$ cat src/rtl/merge_pkg.sv
package merge_pkg;
  typedef enum logic [3:0] {
    OP_LD_B_S = 4'd0,
    OP_LD_B_U = 4'd1,
    OP_LD_H_S = 4'd2,
    OP_LD_H_U = 4'd3,
    OP_LD_W   = 4'd4,
    OP_LD_HI  = 4'd5,
    OP_LD_LO  = 4'd6,
    OP_ST_B   = 4'd7,
    OP_ST_H   = 4'd8,
    OP_ST_W   = 4'd9,
    OP_ST_HI  = 4'd10,
    OP_ST_LO  = 4'd11
  } mop_e;
endpackage

$ cat src/rtl/merge_align.sv
module merge_align
  import merge_pkg::*;
#(
  parameter int OFF_W = 2
) (
  input  mop_e             op_i,
  input  logic [OFF_W-1:0] off_i,
  input  logic             isolate_i,
  output logic             is_store_o,
  output logic             suppress_o,
  output logic             addr_err_o,
  output logic             wr_ok_o
);
  logic misalign;

  always_comb begin
    is_store_o = op_i inside {OP_ST_B, OP_ST_H, OP_ST_W, OP_ST_HI, OP_ST_LO};
    unique case (op_i)
      OP_LD_W, OP_ST_W:             misalign = (off_i != '0);
      OP_LD_H_S, OP_LD_H_U, OP_ST_H: misalign = off_i[0];
      default:                      misalign = 1'b0;
    endcase
  end

  // isolation wins over alignment checking
  assign suppress_o = is_store_o & isolate_i;
  assign addr_err_o = misalign & ~suppress_o;
  assign wr_ok_o    = is_store_o & ~suppress_o & ~addr_err_o;
endmodule

$ cat src/rtl/merge_load.sv
module merge_load
  import merge_pkg::*;
#(
  parameter int DATA_W = 32,
  parameter int OFF_W  = $clog2(DATA_W/8)
) (
  input  mop_e              op_i,
  input  logic [OFF_W-1:0]  off_i,
  input  logic [DATA_W-1:0] reg_i,
  input  logic [DATA_W-1:0] mem_i,
  output logic [DATA_W-1:0] data_o
);
  localparam int NB = DATA_W / 8;

  logic [DATA_W-1:0] down;
  logic [DATA_W-1:0] up;
  int                off;

  always_comb begin
    off  = int'(off_i);
    down = mem_i >> (8 * off);
    up   = mem_i << (8 * (NB - 1 - off));
    data_o = '0;
    unique case (op_i)
      OP_LD_B_S: data_o = {{(DATA_W-8){down[7]}}, down[7:0]};
      OP_LD_B_U: data_o = {{(DATA_W-8){1'b0}}, down[7:0]};
      OP_LD_H_S: data_o = {{(DATA_W-16){down[15]}}, down[15:0]};
      OP_LD_H_U: data_o = {{(DATA_W-16){1'b0}}, down[15:0]};
      OP_LD_W:   data_o = mem_i;
      OP_LD_HI: begin
        for (int j = 0; j < NB; j++)
          data_o[8*j +: 8] = (j < NB - 1 - off) ? reg_i[8*j +: 8] : up[8*j +: 8];
      end
      OP_LD_LO: begin
        for (int j = 0; j < NB; j++)
          data_o[8*j +: 8] = (j >= NB - off) ? reg_i[8*j +: 8] : down[8*j +: 8];
      end
      default: data_o = '0;
    endcase
  end
endmodule

$ cat src/rtl/merge_store.sv
module merge_store
  import merge_pkg::*;
#(
  parameter int DATA_W = 32,
  parameter int OFF_W  = $clog2(DATA_W/8)
) (
  input  mop_e                op_i,
  input  logic [OFF_W-1:0]    off_i,
  input  logic [DATA_W-1:0]   reg_i,
  input  logic [DATA_W-1:0]   mem_i,
  output logic [DATA_W-1:0]   data_o,
  output logic [DATA_W/8-1:0] be_o
);
  localparam int NB = DATA_W / 8;

  logic [DATA_W-1:0] down;
  logic [DATA_W-1:0] up;
  int                off;

  always_comb begin
    off  = int'(off_i);
    up   = reg_i << (8 * off);
    down = reg_i >> (8 * (NB - 1 - off));
    data_o = '0;
    be_o   = '0;
    unique case (op_i)
      OP_ST_B: begin
        data_o = DATA_W'(reg_i[7:0]) << (8 * off);
        be_o   = NB'(1) << off;
      end
      OP_ST_H: begin
        data_o = DATA_W'(reg_i[15:0]) << (8 * off);
        be_o   = NB'(3) << off;
      end
      OP_ST_W: begin
        data_o = reg_i;
        be_o   = '1;
      end
      OP_ST_HI: begin
        for (int j = 0; j < NB; j++) begin
          data_o[8*j +: 8] = (j > off) ? mem_i[8*j +: 8] : down[8*j +: 8];
          be_o[j]          = (j <= off);
        end
      end
      OP_ST_LO: begin
        for (int j = 0; j < NB; j++) begin
          data_o[8*j +: 8] = (j < off) ? mem_i[8*j +: 8] : up[8*j +: 8];
          be_o[j]          = (j >= off);
        end
      end
      default: begin
        data_o = '0;
        be_o   = '0;
      end
    endcase
  end
endmodule

$ cat src/rtl/unaligned_merge_unit.sv
module unaligned_merge_unit
  import merge_pkg::*;
#(
  parameter int DATA_W = 32,
  parameter int ADDR_W = 32
) (
  input  logic                clk_i,
  input  logic                rst_ni,
  input  logic                req_i,
  input  logic [3:0]          op_i,
  input  logic [ADDR_W-1:0]   addr_i,
  input  logic [DATA_W-1:0]   reg_i,
  input  logic [DATA_W-1:0]   mem_i,
  input  logic                isolate_i,
  output logic                valid_o,
  output logic [ADDR_W-1:0]   word_addr_o,
  output logic [DATA_W-1:0]   data_o,
  output logic [DATA_W/8-1:0] be_o,
  output logic                wr_o,
  output logic                addr_err_o,
  output logic                suppress_o
);
  localparam int NB    = DATA_W / 8;
  localparam int OFF_W = $clog2(NB);

  mop_e              op;
  logic [OFF_W-1:0]  off;
  logic              is_store, sup, err, wr_ok;
  logic [DATA_W-1:0] ld_data, st_data, res_data;
  logic [NB-1:0]     st_be;

  assign op  = mop_e'(op_i);
  assign off = addr_i[OFF_W-1:0];

  merge_align #(.OFF_W(OFF_W)) i_align (
    .op_i       (op),
    .off_i      (off),
    .isolate_i  (isolate_i),
    .is_store_o (is_store),
    .suppress_o (sup),
    .addr_err_o (err),
    .wr_ok_o    (wr_ok)
  );

  merge_load #(.DATA_W(DATA_W), .OFF_W(OFF_W)) i_load (
    .op_i   (op),
    .off_i  (off),
    .reg_i  (reg_i),
    .mem_i  (mem_i),
    .data_o (ld_data)
  );

  merge_store #(.DATA_W(DATA_W), .OFF_W(OFF_W)) i_store (
    .op_i   (op),
    .off_i  (off),
    .reg_i  (reg_i),
    .mem_i  (mem_i),
    .data_o (st_data),
    .be_o   (st_be)
  );

  // an erroring access returns a zero word
  assign res_data = err ? '0 : (is_store ? st_data : ld_data);

  always_ff @(posedge clk_i or negedge rst_ni) begin
    if (!rst_ni) begin
      valid_o     <= 1'b0;
      word_addr_o <= '0;
      data_o      <= '0;
      be_o        <= '0;
      wr_o        <= 1'b0;
      addr_err_o  <= 1'b0;
      suppress_o  <= 1'b0;
    end else if (req_i) begin
      valid_o     <= 1'b1;
      word_addr_o <= {addr_i[ADDR_W-1:OFF_W], {OFF_W{1'b0}}};
      data_o      <= res_data;
      be_o        <= wr_ok ? st_be : '0;
      wr_o        <= wr_ok;
      addr_err_o  <= err;
      suppress_o  <= sup;
    end else begin
      valid_o <= 1'b0;
      be_o    <= '0;
      wr_o    <= 1'b0;
    end
  end
endmodule

$ cat config.mk
export PLATFORM = sky130hd
export DESIGN_NAME = unaligned_merge_unit
export DESIGN_NICKNAME = d
export VERILOG_FILES = /design/src/rtl/merge_pkg.sv /design/src/rtl/merge_align.sv /design/src/rtl/merge_load.sv /design/src/rtl/merge_store.sv /design/src/rtl/unaligned_merge_unit.sv
export SDC_FILE = /design/constraint.sdc
export NUM_CORES = 1
export LEC_CHECK = 0
export ABC_CLOCK_PERIOD_IN_PS = 1400
export BUFFER_PORTS_ARGS = -buffer_cell sky130_fd_sc_hd__buf_2
export CORE_MARGIN = 3
export CORE_UTILIZATION = 40
export CTS_BUF_LIST = sky130_fd_sc_hd__clkbuf_8
export DETAILED_ROUTE_END_ITERATION = 8
export PLACE_DENSITY_LB_ADDON = 0.05
export SYNTH_ARGS = -nofsm -noshare
export SYNTH_HDL_FRONTEND = slang
export SYNTH_SLANG_ARGS = --single-unit
$ cat constraint.sdc
create_clock -name clk_i -period 1.4 [get_ports clk_i]
set_input_delay 0.14 -clock clk_i [delete_from_list [all_inputs] [get_ports clk_i]]
set_output_delay 0.14 -clock clk_i [all_outputs]
set_load 0.1 [all_outputs]
==> results.cfg, run 1 <==
[power]
p_total_mw = 8.398
p_per_area_nw_per_um2 = 851.0
power.leakage_nw = 4.420
ir_drop_mv = 0.7041

[clocking]
htreeDepth = 3
tritoncts = built
clockRootBuffer = clkbuf_8
cts_buffers = 9
cts_max_path_buffers = 2
insertion_delay_ns = 0.37
cts_num_sinks = 70
clk_pin_slew_worst_paths_ns = 0.10

[worst_setup_path]
cp.arrival_ns = 1.76
slowest_delay_ns = 0.54
cp-start-kind = input port
slowest_stage = mux4_2
cp.required_ns = 1.68
critical_path_buf_inv_count = 2
cp_max_fo = 7
cp_top_family = compound AO/OA/AOI/OAI gates
critPathCaptureType = register
crit_type = input port to register
crit_chain = buf_8 -> mux4_2 -> a311oi_4 -> o31ai_4 -> buf_6 -> a2111oi_4 -> a211oi_2

[sta]
rsz0062_at_grt = true
tns_ns = -0.4204
min_period_ns = 1.479
tightest_slew_ns = 0.5302
skew_ns = 0
period_share_pct = 105.7
hold_ws_ns = 0.0008976
report.final.slew_viol_count = 0
final-hold-violation-count = 0
setup_viol = 17
setup_ws_ns = -0.07933
fmax_mhz = 676.0
max_slew_margin_pct = 64.52

[synth]
avgSynthCellArea_um2 = 9.047
yosys.area.top_type = dfrtp_1
synth_area_leaders = dfrtp_1 27%, mux2i_1 12%, mux2_2 9.3%
ys_ff_latch = 70
synthTopCellsByCount = 78 x mux2i_1, 71 x nand2_1, 70 x dfrtp_1
synth_warnings = 0
synth-edff-count = 0
synth.top_cell.area_share_pct = 27.23
synth_seq_area_share_pct = 27.23
synthDistinctLibCells = 58
netlist_area_um2 = 6432
synth_flop_cell = dfrtp_1
syn_inst = 711
async_flop_share_pct = 100.0
synthMostInstantiatedCell = mux2i_1

[placement]
dp_hpwl_um = 22170
gp_congestion = 0.9661
numPortBuffers = 173
placedCellCount = 1186

[cells_and_area]
drive_above_1_share_pct = 48.22
fillerInstances = 1308
final_nets = 1137
multi_input_area_um2 = 4782
diodes = 0
seq_area_um2 = 1760
instances_no_fill = 1248
area_growth_pct = 53.41
utilization_pct = 63.73

[route]
vias_per_cell = 6.367
post_drt_wl_per_cell_um = 24.72
route.detailed.drc = 0
vias = 7946
routed_wl_um = 30850
postRouteAntennaNets = 0
initialDrtViolationCount = 781
first_pass_iters = 5

[global_route]
first_global_vias = 7974
grt_max_degree = 42
grt_usage_pct = 33.54
antenna_found_initial = 0
grt-ovfl-total = 0
grt_pass1_wl_um = 45810

[die]
start_util_pct = 41.54
io_pins = 176
core_area_um2 = 15480
die-width_um = 132.8
die_h_um = 132.8
fp-row-count = 45
dieArea_um2 = 17640

[outcome]
status = finished, violations left
violations = setup timing

[min_path]
hp-class = input port to register

[run]
cap_violations = 0
-- sequential cells by signal (all words and copies together) (netlist names) --
register     flops
wr_o             1
valid_o          1
data_o          32
be_o             4
addr_err_o       1
suppress_o       1
word_addr_o     30
-- worst paths after layout --
| check | start | to | slack (ns) | cells past startpoint |
|---|---|---|---|---|
| hold / removal | addr_i[8] | word_addr_o[8] | 0.0009 | 2 |
| setup / recovery | addr_i[1] | data_o[22] | -0.08 | 7 |
| setup reg to reg | data_o[11] | data_o[11] | 0.07 | 4 |
| min in group asynchronous | rst_ni | data_o[4] | 0.15 | 2 |
| max in group asynchronous | rst_ni | data_o[15] | 0.78 | 3 |
| hold reg to reg | addr_err_o | addr_err_o | 0.49 | 1 |
-- where the power goes --
group | internal, mW | switching (mW)
registers | 2.23 | 0.125
clock network | 0.721 | 0.879
logic | 1.42 | 3.02
total | 4.37 | 4.02
-- layout make-up --
| type | count | area share (%) |
|---|---|---|
| flip-flops and latches | 70 | 17.84 |
| multi-input cells | 564 | 48.46 |
| well taps | 211 | 2.675 |
| inverters | 14 | 0.5325 |
| clock buffers | 11 | 1.534 |
| clock inverters | 4 | 0.2409 |
| repair buffers | 374 | 28.72 |
-- kinds of logic (layout without fill, tap and decap cells) --
kind of cell / after synthesis / after routing / share of synthesized area (%)
AOI/OAI and AO/OA: 216 / 217 / 27.15
buffers and inverters: 79 / 403 / 5.680
other: 1 / 2 / 0.05830
muxes: 136 / 136 / 23.17
and+or+nand+nor: 208 / 208 / 16.55
DFF: 70 / 70 / 27.23
adders and majority gates: 1 / 1 / 0.1556
-- through the flow --
step	area, um^2	setup WS, ns
after floorplan	6706	-0.3915
after global placement	8773	-0.5749
after detailed placement	8773	-0.5806
after CTS	9497	-0.06399
after global routing	9868	-0.1076
final	9868	-0.07933
-- layer usage --
layer  GRT usage, %  part of all wire (%)  up-vias
li1               -                     -     3419
met1          41.46                    37     3872
met2          56.21                    48      535
met3          5.475                   8.4      120
met4          17.55                   5.9        0
met5              0                     0        -
-- worst reg2reg max path: cells and delay by family, from the launching register on --
kind,cells,cell delay (ns)
simple gates,1,0.16
flops,1,0.45
compound gates,3,0.60
-- what timing repair did --
item | CTS | global route
setup endpoints to repair | 38 | 39
cloned | 2 | 2
hold buffers | 23 | 2
pin swaps | 2 | 6
buffers inserted | 7 | 12
resized for setup | 37 | 42
hold endpoints to repair | 92 | 2
-- placed cells by master, fill, tap and decap left out, types with 12 or more instances in the layout --
master	n
buf_2	165
buf_4	147
mux2i_1	75
nand2_1	71
dfrtp_1	63
mux2_2	51
nor2_1	41
a211oi_1	40
dlygate4sd3_1	25
nor2b_1	24
a221o_1	23
a21oi_1	22
buf_12	20
a2bb2oi_1	17
a22oi_1	16
o2111ai_1	13
a211oi_2	13
inv_1	12
clkbuf_8	12
Note: power is estimated with default switching activity, not from simulation.
==> run 2: changes to the inputs <==
- ABC_AREA: default -> 1
==> run 2 against run 1 <==
  * The run now ends clean
  * Worst hold slack gained 0.093 ns
  * Maximum frequency grew 7.2%
  * Total power shrank 0.32%
  * Critical path type is now register to output port
  * Critical endpoint is now data_o[25]
==> results.cfg, run 2 <==
[worst_setup_path]
crit_chain = buf_2
regToRegStartpoint = data_o[28]
cp-start-kind = register
cp_max_fo = 2
rr_worst_depth = 2
reg2reg_to = data_o[28]
cp_top_family = buffers and inverters
rrSetupSlack_ns = 0.67
critical_path_buf_inv_count = 1
cp.required_ns = 1.26
cp.arrival_ns = 1.24
critPathCaptureType = output port
slowest_stage = buf_2
crit_type = register to output port
slowest_delay_ns = 0.45

[cells_and_area]
final_cell_mix = 585 x nand2_1, 224 x nand3_1, 167 x buf_2
diodes = 0
layout_commonest_cell = nand2_1
final_nets = 1723
drive_above_1_share_pct = 25.99
top_register = data_o
fillerInstances = 1842
area_growth_pct = 40.87
fin_area_um2 = 10060
reg.largest.list = data_o: 32 flops, word_addr_o: 30 flops, be_o: 4 flops
largest_register_ffs = 32

[placement]
numPortBuffers = 173
gp_congestion = 1.058
dp_hpwl_um = 27120
placed_cell_area_um2 = 9553

[synth]
synth-edff-count = 0
ys_ff_latch = 70
synthTopCellsByCount = 585 x nand2_1, 224 x nand3_1, 143 x nor2_1
synthMostInstantiatedCell = nand2_1
avgSynthCellArea_um2 = 5.482
yosys.area.top_type = nand2_1
synthDistinctLibCells = 30
netlist_area_um2 = 7143
synth_flop_cell = dfrtp_1
synth.top_cell.area_share_pct = 30.74
synth_area_leaders = nand2_1 31%, dfrtp_1 25%, nand3_1 16%
syn_inst = 1303
async_flop_share_pct = 100.0
synth_warnings = 0
synth_seq_area_share_pct = 24.52

[global_route]
use_met1_pct = 46.55
met3_usage_pct = 7.251
grt_busiest_layer = met2
antenna_found_initial = 0
first_global_vias = 9605
grt_max_degree = 33
grtUsageMet2_pct = 56.39
grt_pass1_wl_um = 54270
grt-ovfl-total = 0
grt_usage_pct = 35.93

[min_path]
hp-class = input port to register
holdPathEnd = wr_o
min_from = isolate_i
holdPathStages = 4

[clocking]
clockRootBuffer = clkbuf_8
tritoncts = built
cts_max_path_buffers = 2
cts_buffers = 9
htreeDepth = 3
insertion_delay_ns = 0.36
clk_pin_slew_worst_paths_ns = 0.10
cts_num_sinks = 70

[die]
io_pins = 176
die-width_um = 139.6
start_util_pct = 41.01
dieArea_um2 = 19500
fp-row-count = 48
core_area_um2 = 17420
die_h_um = 139.6

[outcome]
status = finished, final reports clean

[route]
postRouteAntennaNets = 0
first_pass_iters = 6
routed_wl_um = 35660
route.detailed.drc = 0
initialDrtViolationCount = 1004
post_drt_wl_per_cell_um = 19.29
vias_per_cell = 5.410
vias = 10004

[sta]
fmax_mhz = 724.6
tns_ns = 0
setup_viol = 0
min_period_ns = 1.380
report.final.slew_viol_count = 0
skew_ns = 0
period_share_pct = 98.58
final-hold-violation-count = 0
rsz0062_at_grt = false

[power]
switching_share_pct = 51.80
p_per_area_nw_per_um2 = 831.9
p_sw_mw = 4.336
power.leakage_nw = 5.708
ir_drop_mv = 0.6722
clock_power_share_pct = 20.6
power_frac_comb_pct = 51.3
power_frac_seq_pct = 28.1
p_int_mw = 4.035

[run]
cap_violations = 0
==> run 2: cells by family (layout without fill, tap and decap cells) <==
logic type | Yosys count | after routing | synth area share [%]
simple gates | 1025 | 1025 | 61.45
flops | 70 | 70 | 24.52
compound gates | 53 | 53 | 4.414
buf+inv | 154 | 474 | 9.564
other cells | 1 | 2 | 0.05250
==> run 2: final cells by class <==
cell class | count | area, um^2 | area share, %
inverters | 76 | 287.8 | 2.860
multi-input cells | 1080 | 4715 | 46.85
repair buffers | 382 | 2840 | 28.23
flip-flops and latches | 70 | 1752 | 17.41
well taps | 225 | 281.5 | 2.798
clock buffers | 9 | 123.9 | 1.231
clock inverters | 7 | 62.56 | 0.6217
==> run 2: metrics by stage <==
| stage | hold slack [ns] | instances | total power, mW | worst slack, ns | util, % |
|---|---|---|---|---|---|
| after detailed placement | 0.1112 | 1802 | 6.556 | -0.1985 | 54.85 |
| final | 0.09437 | 1849 | 8.371 | 0.01984 | 57.77 |
| after global routing | 0.1028 | 1849 | 8.726 | 0.002845 | 57.77 |
| after CTS | 0.07744 | 1849 | 8.362 | 0.004801 | 57.74 |
| after floorplan | -0.1556 | 1304 | 5.107 | 0.05192 | - |
| after global placement | 0.1113 | 1802 | 6.554 | -0.2086 | 54.85 |
==> run 2: worst max path at each step <==
| stage | startpoint | end | slack, ns | cells past startpoint |
|---|---|---|---|---|
| global placement | addr_i[1] | data_o[15] | -0.21 | 11 |
| floorplan | addr_i[0] | data_o[27] | 0.05 | 11 |
| global route | data_o[25] | data_o[25] | 0.003 | 1 |
| finish | data_o[25] | data_o[25] | 0.02 | 1 |
| detailed placement | addr_i[0] | data_o[4] | -0.20 | 9 |
| CTS | data_o[26] | data_o[26] | 0.005 | 1 |
==> run 2: routing by layer <==
layer | vias to the layer above | part of all wire [%] | wire, um
met2 | 587 | 44 | 15850
met4 | 0 | 6.2 | 2213
li1 | 4782 | - | -
met3 | 135 | 9.8 | 3482
met5 | - | 0 | 0
met1 | 4500 | 40 | 14110
==> run 2: what timing repair did <==
item                       4_1_cts  5_1_grt
gates resized for setup          3        2
buffers inserted                 0        0
setup endpoints to repair        3        2
pin swaps                        0        0
hold endpoints to repair        50        0
hold buffers                    31        0
==> run 2: power by group through the flow <==
stage	clock [mW]	combinational [mW]	sequential (mW)
after global routing	1.81	4.53	2.38
after detailed placement	0	4.17	2.39
after floorplan	0	1.21	3.90
after global placement	0	4.17	2.39
after CTS	1.76	4.25	2.35
final	1.72	4.29	2.36
==> run 3: changes to the inputs <==
- RECOVER_POWER: default -> 25
==> run 3 against run 2 <==
  * Worst hold slack worse by 0.0012 ns
  * Setup slack got worse by 0.0028 ns
  * Maximum frequency is 0.20% lower
  * Sequential power about the same
  * Cell area hardly changed
  * Global-route usage stayed put
  * Register-to-register slack hardly changed
  * Sequential cell count unchanged
  * Sequential share of layout area about the same
  * Largest power group unchanged
  * Highest routed layer unchanged
==> results.cfg, run 3 (synthesized netlist as in run 2, its figures left out) <==
[cells_and_area]
multi_input_area_um2 = 4715
area_growth_pct = 40.78
seq_area_um2 = 1752
layout_commonest_cell = nand2_1
drive_above_1_share_pct = 25.92
diodes = 0
reg.largest.list = data_o: 32 flops, word_addr_o: 30 flops, be_o: 4 flops
top_register = data_o
final_cell_mix = 585 x nand2_1, 224 x nand3_1, 166 x buf_2
fillerInstances = 1844
final_nets = 1723
largest_register_ffs = 32

[die]
die_h_um = 139.6
fp-row-count = 48
core_area_um2 = 17420
start_util_pct = 41.01
io_pins = 176
dieArea_um2 = 19500
die-width_um = 139.6

[power]
p_per_area_nw_per_um2 = 832.5
p_sw_mw = 4.338
p_total_mw = 8.371
power.leakage_nw = 5.704
power_frac_comb_pct = 51.2
ir_drop_mv = 0.6563
power_frac_seq_pct = 28.1
clock_power_share_pct = 20.6
switching_share_pct = 51.82
p_int_mw = 4.033

[route]
routed_wl_um = 35680
route.detailed.drc = 0
postRouteAntennaNets = 0
met1_length_um = 14200
vias = 9972
post_drt_wl_per_cell_um = 19.29
maxUsedRoutingLayer = met4
route.met2.wl_um = 15930
vias_per_cell = 5.393
wl_met3_um = 3376
initialDrtViolationCount = 1004
first_pass_iters = 6

[outcome]
status = finished, final reports clean

[worst_setup_path]
cp.arrival_ns = 1.24
cp-start-kind = register
critPathCaptureType = output port
crit_chain = buf_2
cp_top_family = buffers and inverters
cp.required_ns = 1.26
crit_type = register to output port
cp_max_fo = 2
slowest_stage = buf_2
slowest_delay_ns = 0.45
critical_path_buf_inv_count = 1

[placement]
numPortBuffers = 173
gp_congestion = 1.058
dp_hpwl_um = 27120
pre_cts_slack_ns = -0.1985

[sta]
tightest_slew_ns = 0.8842
skew_ns = 0
setup_ws_ns = 0.01705
period_share_pct = 98.78
final-hold-violation-count = 0
hold_ws_ns = 0.09313
min_period_ns = 1.383
fmax_mhz = 723.1
report.final.slew_viol_count = 0
setup_viol = 0
max_slew_margin_pct = 41.05
rsz0062_at_grt = false

[clocking]
insertion_delay_ns = 0.36
cts_buffers = 9
clk_pin_slew_worst_paths_ns = 0.10
post_cts_buffers = 0
cts_max_path_buffers = 2
cts_num_sinks = 70
tritoncts = built
htreeDepth = 3
clockRootBuffer = clkbuf_8

[global_route]
antenna_found_initial = 0
grt_usage_pct = 35.93
first_global_vias = 9605
grt_max_degree = 33
grt_pass1_wl_um = 54270
grt-ovfl-total = 0

[min_path]
hp-class = input port to register

[run]
cap_violations = 0
run 3: cell count changes in the layout (fill, tap and decap cells not counted), sizes merged:
cell and change:
buf -3, clkbuf +3
run 3: layer usage:
metal,global-route usage (%),up-vias
met1,46.55,4497
met5,0,-
li1,-,4781
met2,56.39,564
met4,19.43,0
met3,7.251,130
run 3: final cells by class:
class	count	share of cell area (%)
multi-input combinational	1080	46.88
timing repair buffer	382	28.18
sequential	70	17.42
inverter	76	2.862
tap	225	2.800
clock buffer	9	1.232
clock inverter	7	0.6221
run 3: repair_timing:
action | CTS | global route
cloned | 0 | 0
endpoints found under the setup margin | 3 | 2
hold endpoints to repair | 50 | 0
hold buffers | 31 | 0
gates resized for setup | 3 | 2
run 3: worst paths after layout:
check | start | to | slack (ns) | cells past startpoint
max | data_o[25] | data_o[25] | 0.02 | 1
min | isolate_i | wr_o | 0.09 | 4
max reg2reg | data_o[14] | data_o[14] | 0.66 | 2
min reg2reg | word_addr_o[7] | word_addr_o[7] | 0.47 | 2
max in group asynchronous | rst_ni | word_addr_o[27] | 0.32 | 3
min in group asynchronous | rst_ni | data_o[17] | 0.38 | 2
run 3: metrics by stage:
stage,instance area [um^2],util [%],std cells,TNS [ns]
2_1_floorplan,7147,-,1304,0
3_3_place_gp,9553,54.85,1802,-5.050
3_5_place_dp,9553,54.85,1802,-5.382
4_1_cts,10060,57.74,1849,0
5_1_grt,10060,57.74,1849,0
6_report,10060,57.74,1849,0
run 3: power by group through the flow:
stage,Combinational (mW),Sequential (mW),Clock [mW]
3_3_place_gp,4.17,2.39,0
6_report,4.29,2.36,1.72
5_1_grt,4.53,2.38,1.81
3_5_place_dp,4.17,2.39,0
4_1_cts,4.25,2.35,1.76
2_1_floorplan,1.21,3.90,0
